### src/rtl/sysmm_pkg.sv
package sysmm_pkg;
  parameter int DATA_W = 8;
  parameter int ACC_W  = 18;
  parameter int DIM    = 3;
endpackage

### src/rtl/sysmm_ctrl.sv
module sysmm_ctrl #(
  parameter int DIM = 3
) (
  input  logic           clk,
  input  logic           rst_n,
  input  logic           start,
  output logic           clr,
  output logic           acc_en,
  output logic [DIM-1:0] lane_ok,
  output logic           done
);
  localparam int STEPS = 3 * DIM - 2;
  localparam int SW    = $clog2(STEPS + 1);

  logic          busy_q, busy_n;
  logic          done_q, done_n;
  logic [SW-1:0] step_q, step_n;

  always_comb begin
    busy_n = busy_q;
    done_n = done_q;
    step_n = step_q;
    if (start) begin
      busy_n = 1'b1;
      done_n = 1'b0;
      step_n = '0;
    end else if (busy_q) begin
      if (step_q == SW'(STEPS - 1)) begin
        busy_n = 1'b0;
        done_n = 1'b1;
        step_n = '0;
      end else begin
        step_n = step_q + 1'b1;
      end
    end
  end

  always_ff @(posedge clk or negedge rst_n) begin
    if (!rst_n) begin
      busy_q <= 1'b0;
      done_q <= 1'b0;
      step_q <= '0;
    end else begin
      busy_q <= busy_n;
      done_q <= done_n;
      step_q <= step_n;
    end
  end

  for (genvar n = 0; n < DIM; n++) begin : g_win
    assign lane_ok[n] = busy_q && (int'(step_q) >= n) && (int'(step_q) <= n + DIM - 1);
  end

  assign clr    = start;
  assign acc_en = busy_q && !start;
  assign done   = done_q;
endmodule

### src/rtl/sysmm_pe.sv
module sysmm_pe #(
  parameter int DATA_W = 8,
  parameter int ACC_W  = 18,
  parameter bit PASS_A = 1'b1,
  parameter bit PASS_B = 1'b1
) (
  input  logic                     clk,
  input  logic                     rst_n,
  input  logic                     clr,
  input  logic                     acc_en,
  input  logic signed [DATA_W-1:0] a_in,
  input  logic signed [DATA_W-1:0] b_in,
  output logic signed [DATA_W-1:0] a_out,
  output logic signed [DATA_W-1:0] b_out,
  output logic signed [ACC_W-1:0]  acc
);
  localparam int PW = 2 * DATA_W;

  logic signed [PW-1:0]    prod;
  logic signed [ACC_W-1:0] acc_q, acc_n;

  assign prod = a_in * b_in;

  always_comb begin
    acc_n = acc_q;
    if (clr)
      acc_n = '0;
    else if (acc_en)
      acc_n = acc_q + {{(ACC_W-PW){prod[PW-1]}}, prod};
  end

  always_ff @(posedge clk or negedge rst_n) begin
    if (!rst_n) acc_q <= '0;
    else        acc_q <= acc_n;
  end

  if (PASS_A) begin : g_a
    logic signed [DATA_W-1:0] a_q;
    always_ff @(posedge clk or negedge rst_n) begin
      if (!rst_n) a_q <= '0;
      else        a_q <= clr ? '0 : a_in;
    end
    assign a_out = a_q;
  end else begin : g_na
    assign a_out = '0;
  end

  if (PASS_B) begin : g_b
    logic signed [DATA_W-1:0] b_q;
    always_ff @(posedge clk or negedge rst_n) begin
      if (!rst_n) b_q <= '0;
      else        b_q <= clr ? '0 : b_in;
    end
    assign b_out = b_q;
  end else begin : g_nb
    assign b_out = '0;
  end

  assign acc = acc_q;
endmodule

### src/rtl/sysmm_top.sv
module sysmm_top
  import sysmm_pkg::*;
#(
  parameter int DW = DATA_W,
  parameter int AW = ACC_W,
  parameter int N  = DIM
) (
  input  logic              clk,
  input  logic              rst_n,
  input  logic              start,
  input  logic [N*DW-1:0]   a_lane,
  input  logic [N*DW-1:0]   b_lane,
  output logic              done,
  output logic [N*N*AW-1:0] c_flat
);
  logic         clr, acc_en;
  logic [N-1:0] lane_ok;

  logic signed [DW-1:0] a_lnk [N][N+1];
  logic signed [DW-1:0] b_lnk [N+1][N];
  logic signed [AW-1:0] acc   [N][N];

  sysmm_ctrl #(.DIM(N)) u_ctrl (
    .clk    (clk),
    .rst_n  (rst_n),
    .start  (start),
    .clr    (clr),
    .acc_en (acc_en),
    .lane_ok(lane_ok),
    .done   (done)
  );

  for (genvar n = 0; n < N; n++) begin : g_edge
    assign a_lnk[n][0] = lane_ok[n] ? $signed(a_lane[n*DW +: DW]) : '0;
    assign b_lnk[0][n] = lane_ok[n] ? $signed(b_lane[n*DW +: DW]) : '0;
  end

  for (genvar i = 0; i < N; i++) begin : g_row
    for (genvar j = 0; j < N; j++) begin : g_col
      sysmm_pe #(
        .DATA_W(DW),
        .ACC_W (AW),
        .PASS_A(j < N - 1),
        .PASS_B(i < N - 1)
      ) u_pe (
        .clk   (clk),
        .rst_n (rst_n),
        .clr   (clr),
        .acc_en(acc_en),
        .a_in  (a_lnk[i][j]),
        .b_in  (b_lnk[i][j]),
        .a_out (a_lnk[i][j+1]),
        .b_out (b_lnk[i+1][j]),
        .acc   (acc[i][j])
      );
      assign c_flat[(i*N+j)*AW +: AW] = acc[i][j];
    end
  end
endmodule

### config.mk
export PLATFORM = sky130hd
export DESIGN_NAME = sysmm_top
export DESIGN_NICKNAME = d
export VERILOG_FILES = /design/src/rtl/sysmm_pkg.sv /design/src/rtl/sysmm_ctrl.sv /design/src/rtl/sysmm_pe.sv /design/src/rtl/sysmm_top.sv
export SDC_FILE = /design/constraint.sdc
export NUM_CORES = 2
export LEC_CHECK = 0
export ABC_AREA = 1
export BUFFER_PORTS_ARGS = -buffer_cell sky130_fd_sc_hd__buf_4
export CAP_MARGIN = 40
export CORE_UTILIZATION = 24
export CTS_CLUSTER_SIZE = 25
export DETAILED_ROUTE_END_ITERATION = 7
export GPL_ROUTABILITY_DRIVEN = 0
export PLACE_DENSITY = 0.44
export SYNTH_ARGS = -nofsm -noshare
export SYNTH_HDL_FRONTEND = slang
export SYNTH_SLANG_ARGS = --single-unit
### constraint.sdc
create_clock -name clk -period 6.6 [get_ports clk]
set_clock_uncertainty 0.1 [all_clocks]
set_input_delay 0 -clock clk [delete_from_list [all_inputs] [get_ports clk]]
set_output_delay 0 -clock clk [all_outputs]
set_load 0.03 [all_outputs]
# Word level (Yosys, flattened, before mapping)
# Index checks and enable logic that the tools add are counted.
classes:
  addsub: 10
  multipliers: 9
  order_cmp: 5
  n_eq_ne: 1
  n_mux: 45
  n_reduce_logical: 11
ops:
  columns: ["op", "n"]
  rows:
  - ["18-bit 2-to-1 mux", 18]
  - ["18-bit adder", 9]
  - ["8-bit by 8-bit multiplier with 16-bit output", 9]
  - ["8-bit 2-to-1 mux", 18]
  - ["3-bit 2-to-1 mux", 3]
  - ["3-bit by 2-bit <= comparator with 1-bit output, second input constant", 2]
  - ["1-bit logical AND", 6]
  - ["1-bit 2-to-1 mux", 6]
  - ["2-bit nonzero test", 3]
  - ["3-bit by 1-bit adder with 3-bit output, second input constant", 1]
  - ["3-bit equality test, second input constant", 1]
  - ["3-bit by 1-bit >= comparator with 1-bit output, second input constant", 1]
  - ["3-bit by 2-bit >= comparator with 1-bit output, second input constant", 1]
  - ["3-bit <= comparator, second input constant", 1]
  - ["2-bit AND reduction", 1]
  - ["1-bit logical NOT", 1]
word_totals:
  reg_bits: 263
  input_bits: 51
  word_cells: 105

# Longest topological paths before layout
logic_depth:
  ltp_word: 8
  mapped_depth: 38

# Cells and area by module
# From an unflattened synthesis, not the netlist that was laid out.
unflattened:
  cells_unflattened: 6015
  area_unflattened_um2: 43217.7
modules_own_cells:
  columns: ["module", "instances", "cells_each", "area_per_inst_um2", "seq_area_each_um2"]
  rows:
  - ["sysmm_pe at g_row[1].g_col[0].u_pe", 1, 687, 4969.8, 850.8]
  - ["sysmm_pe at g_row[0].g_col[0].u_pe", 1, 668, 4869.7, 850.8]
  - ["sysmm_pe at g_row[0].g_col[1].u_pe", 1, 665, 4843.4, 850.8]
  - ["sysmm_pe at g_row[1].g_col[1].u_pe", 1, 653, 4810.9, 850.8]
  - ["sysmm_pe at g_row[0].g_col[2].u_pe", 1, 648, 4692.0, 650.6]
  - ["sysmm_pe at g_row[1].g_col[2].u_pe", 1, 634, 4609.4, 650.6]
  - ["sysmm_pe at g_row[2].g_col[1].u_pe", 1, 647, 4606.9, 650.6]
  - ["sysmm_pe at g_row[2].g_col[0].u_pe", 1, 643, 4603.2, 650.6]
  - ["sysmm_pe at g_row[2].g_col[2].u_pe", 1, 625, 4439.3, 450.4]
  - ["sysmm_top", 1, 102, 454.2, 0.0]
  - ["sysmm_ctrl", 1, 43, 319.1, 125.1]

# Worst setup path after synthesis
# OpenSTA, ideal clock, no wires.
synth_path:
  path_kind: "flip-flop to flip-flop"
  from: "register u_ctrl.step_q[1]"
  to: "register g_row[1].g_col[0].u_pe.acc_q[13]"
  setup_ps: 123
  arrival_time_ps: 5718
  required_ps: 6377
  slack_ps: 659
  path_stages_with_launch: 33
  path_buffers: 1
  cell_sequence: "dfrtp_1 nand2_1 inv_2 ha_1 o21bai_1 o311ai_0 inv_1 buf_4 nand2_1 nor2_1 fa_1 inv_1 fa_1 inv_1 fa_1 inv_1 fa_1 inv_1 ha_1 a21oi_1 nand2_1 nand2_1 a21oi_1 nor2_1 xor2_1 inv_1 ha_1 a21oi_1 a21boi_0 nand3_1 a21o_1 o21ai_0 nand2_1"
synth_via:
  elab_chain_len: 8
  elab_cells_between_ends: 9
  classes_between: "add/sub (1); mul (1); order compare (2); mux (3); reduce/logical (2)"
synth_lines:
  columns: ["element", "line_no", "source"]
  rows:
  - ["from (decl)", "sysmm_ctrl.sv:17", "logic [SW-1:0] step_q, step_n;"]
  - ["from (signal assigned)", "sysmm_ctrl.sv:46", "step_q <= step_n;"]
  - ["3-bit by 1-bit >= comparator with 1-bit output", "sysmm_ctrl.sv:51", "assign lane_ok[n] = busy_q && (int'(step_q) >= n) && (int'(step_q) <= n + DIM - 1);"]
  - ["1-bit logical AND", "sysmm_ctrl.sv:51", null]
  - ["1-bit logical AND (*)", "sysmm_ctrl.sv:51", null]
  - ["8-bit 2-to-1 mux (*)", "sysmm_top.sv:34", "assign a_lnk[n][0] = lane_ok[n] ? $signed(a_lane[n*DW +: DW]) : '0;"]
  - ["8-bit by 8-bit multiplier with 16-bit output (*)", "sysmm_pe.sv:22", "assign prod = a_in * b_in;"]
  - ["18-bit adder (*)", "sysmm_pe.sv:29", "acc_n = acc_q + {{(ACC_W-PW){prod[PW-1]}}, prod};"]
  - ["18-bit 2-to-1 mux (*)", "sysmm_pe.sv:28", "else if (acc_en)"]
  - ["18-bit 2-to-1 mux (*)", "sysmm_pe.sv:26", "if (clr)"]
  - ["to (signal assigned)", "sysmm_pe.sv:34", "else acc_q <= acc_n;"]
  - ["to (decl)", "sysmm_pe.sv:20", "logic signed [ACC_W-1:0] acc_q, acc_n;"]
# Every way passes the cells marked *; elsewhere a longest branch is shown, timed or not. The select of a mux whose other input is x is not followed.
# A chain may end at the register's enable or synchronous reset.

# Final worst setup path
layout_path:
  from: "register u_ctrl.step_q[0]"
  to: "register g_row[1].g_col[0].u_pe.acc_q[17]"
# The elaborated chain is that of the path after synthesis.

==> results.yml <==
outcome:
  status: "finished with violations"
  violations: "design-rule violations"
global_routing:
  grt_antenna_before_repair: 8
  grt_pass1_wl_um: 195200
  first_global_vias: 34880
  gr-total-overflow: 0
  grt_max_degree: 155
  track_usage_pct: 14.76
final_layout:
  nets: 6550
  drive_above_1_share_pct: 9.139
  final_util_pct: 28.56
  synthToLayoutAreaGrowth_pct: 18.09
  nFillCells: 18010
  design_area_um2: 47120
  seq_area_um2: 6583
  multiInputGateArea_um2: 28860
route:
  viasPerCell: 4.318
  first_iter_violations: 1638
  route.vias.total: 33690
  routed_wl_um: 123200
  firstDrtPassIters: 7
  drc: 48
  final_antenna_net_count: 0
  wl_per_cell_um: 15.79
synthesis:
  avgSynthCellArea_um2: 7.519
  netlist-cell-type-count: 43
  yosysMostFrequentCell: "nand2_1"
  seq_area_frac_synth_pct: 16.50
  synthTopCellsByArea: "fa_1 25%, dfrtp_1 16%, ha_1 13%"
  syn-num-nets: 6276
  synth-edff-count: 0
  yosys_warnings: 0
  yosysTopAreaCellShare_pct: 25.29
  synthCells: 5306
  synth_top_area_cell: "fa_1"
  syn-cell-area_um2: 39900
  ys_async_sr_fraction_pct: 100.0
  synth-seq-cells: 263
  ys_top_cells_by_count: "1252 x nand2_1, 1182 x inv_1, 504 x fa_1"
  synth_top_flop_cell: "dfrtp_1"
timing:
  period_needed_ns: 6.266
  fmax_mhz: 159.6
  fin_crit_sh_pct: 94.93
  finalHoldViolCount: 0
  rsz0062_at_grt: "true"
  setup_viol: 0
  worst_slew_pin_slew_ns: 0.8915
  maxSlewViolCount: 0
  maxSlewHeadroom_pct: 40.56
  worst_slack_ns: 0.3345
power:
  cellLeakagePower_nw: 25.42
  power_mw: 22.54
  ir_worst_vdd_v: 0.0005540
  power_density_nw_per_um2: 478.3
clock_network:
  clkTransAtPathRegs_ns: 0.06
  clockRootBuffer: "clkbuf_16"
  htree_num_levels: 2
  clkLatencyLatePin_ns: 0.64
  cts_buffers: 43
  numClockSinks: 263
  cts.path.max_buffers: 3
  cts_tree: "done"
setup_path:
  r2r_start: "u_ctrl.step_q[0]$_DFFE_PN0P_"
  worst_ep_required_time_ns: 7.04
  crit_top_cell: "nand2_1"
  worstSetupPathType: "reg2reg"
  endpoint_kind: "flop"
  crit_path_start_kind: "flop"
  worstPathArrival_ns: 6.70
  cp_max_fo: 6
  cp_slowest_cell: "fa_1"
  critPathMaxStageDelay_ns: 0.53
  worstSetupStartpoint: "u_ctrl.step_q[0]$_DFFE_PN0P_"
job:
  max_cap_viol_count: 0
floorplanning:
  ioPinCount: 214
  initial_core_util_pct: 24.18
  die_area_um2: 167900
  coreArea_um2: 165000
  die_y_um: 409.7
  core.rowCount: 149
  die_width_um: 409.7
hold_path:
  hold_path_class: "in2reg"
  hp-start: "b_lane[2]"
placement:
  place_hpwl_um: 101400
  portBuffers: 213
  detailedPlace.worstSlack_ns: 0.003195
  place_area_um2: 44380
## per-stage QoR
stage	TNS, ns	instances	hold WS (ns)
finish	0	7803	0.1502
global route	-0.1653	7802	0.1858
CTS	0	7791	0.1474
detailed placement	0	7657	-0.06808
global placement	0	7654	-0.06693
floorplan	0	5306	-0.3956
## metal layers
| layer | vias to the layer above | GRT usage [%] | share of wire [%] |
|---|---|---|---|
| met1 | 16270 | 19.73 | 47 |
| met5 | - | 0 | 0.019 |
| li1 | 16770 | - | - |
| met2 | 522 | 24.94 | 47 |
| met3 | 122 | 1.617 | 3.4 |
| met4 | 4 | 4.214 | 2.7 |
## final cells by class
class	count	area share, %
clock buffer	54	2.456
multi-input combinational	3741	61.26
timing repair buffer	343	6.124
sequential	263	13.97
tap	2189	5.813
antenna	1	0.005311
clock inverter	24	0.8790
inverter	1188	9.496
## report_power, final
part	internal, mW	leakage [nW]	switching (mW)
combinational	6.48	21.1	10.7
clock	1.64	0.755	0.972
sequential	2.07	3.54	0.647
## worst paths after layout
kind	end	slack, ns	depth (start not counted)
min reg2reg	g_row[1].g_col[1].u_pe.acc[9]$_DFFE_PN0P_	0.42	2
max in group asynchronous	g_row[2].g_col[0].u_pe.acc[7]$_DFFE_PN0P_	5.26	4
max reg2reg	g_row[1].g_col[0].u_pe.acc[17]$_DFFE_PN0P_	0.33	37
min in group asynchronous	g_row[2].g_col[2].u_pe.acc[14]$_DFFE_PN0P_	0.51	4
max	g_row[1].g_col[0].u_pe.acc[17]$_DFFE_PN0P_	0.33	37
min	g_row[0].g_col[0].u_pe.b_out[2]$_DFF_PN0_	0.15	4
## critical path: cells and delay by family, from the launching register on
kind                       cells  cell delay, ns
adders and majority gates      7            2.91
buffers and inverters          9            0.70
AOI/OAI and AO/OA              4            0.45
DFF                            1            0.38
xor gates and xnor gates       1            0.14
and+or+nand+nor               16            1.47
## layout by cell type, fill, tap and decap left out, drive strengths merged, types with 9 or more instances in the layout
| master | instances |
|---|---|
| o22ai | 9 |
| a21boi | 20 |
| a22o | 9 |
| nand4 | 24 |
| ha | 415 |
| clkinv | 13 |
| inv | 1184 |
| fa | 504 |
| dfrtp | 263 |
| xnor2 | 54 |
| a21o | 25 |
| bufinv | 11 |
| dlygate4sd3 | 55 |
| o211ai | 16 |
| a32o | 16 |
| o21bai | 17 |
| or2 | 30 |
| a21oi | 278 |
| buf | 286 |
| a31oi | 10 |
| clkbuf | 56 |
| nor2 | 494 |
| o31ai | 23 |
| xor2 | 102 |
| nand2 | 1257 |
| nand3 | 223 |
| nand3b | 19 |
| nor3 | 14 |
| o21ai | 172 |
## kinds of logic (layout without fill, tap and decap cells)
kind of cell,count (synthesis),count (layout),synth area share (%)
AND/OR/NAND/NOR,2062,2062,20.73
other,0,1,0
AO/OA/AOI/OAI,604,604,8.731
XOR/XNOR,156,156,3.424
adder cells (fa/ha/maj),919,919,38.30
buffers and inverters,1302,1609,12.31
flip-flops,263,263,16.50
## registers in the layout, summed over array words and instances, names as in the netlist
register                cells
g_row.g_col.u_pe.acc      162
u_ctrl.step_q               3
g_row.g_col.u_pe.b_out     48
u_ctrl.done                 1
g_row.g_col.u_pe.a_out     48
u_ctrl.busy_q               1
## what timing repair did
action,4_1_cts,5_1_grt
setup buffers,0,9
resized for setup,2,116
gates cloned,0,2
hold endpoints to repair,329,0
endpoints found under the setup margin,1,36
pin swaps,0,18
hold buffers,56,0
Power figures use the tool's default switching activity.
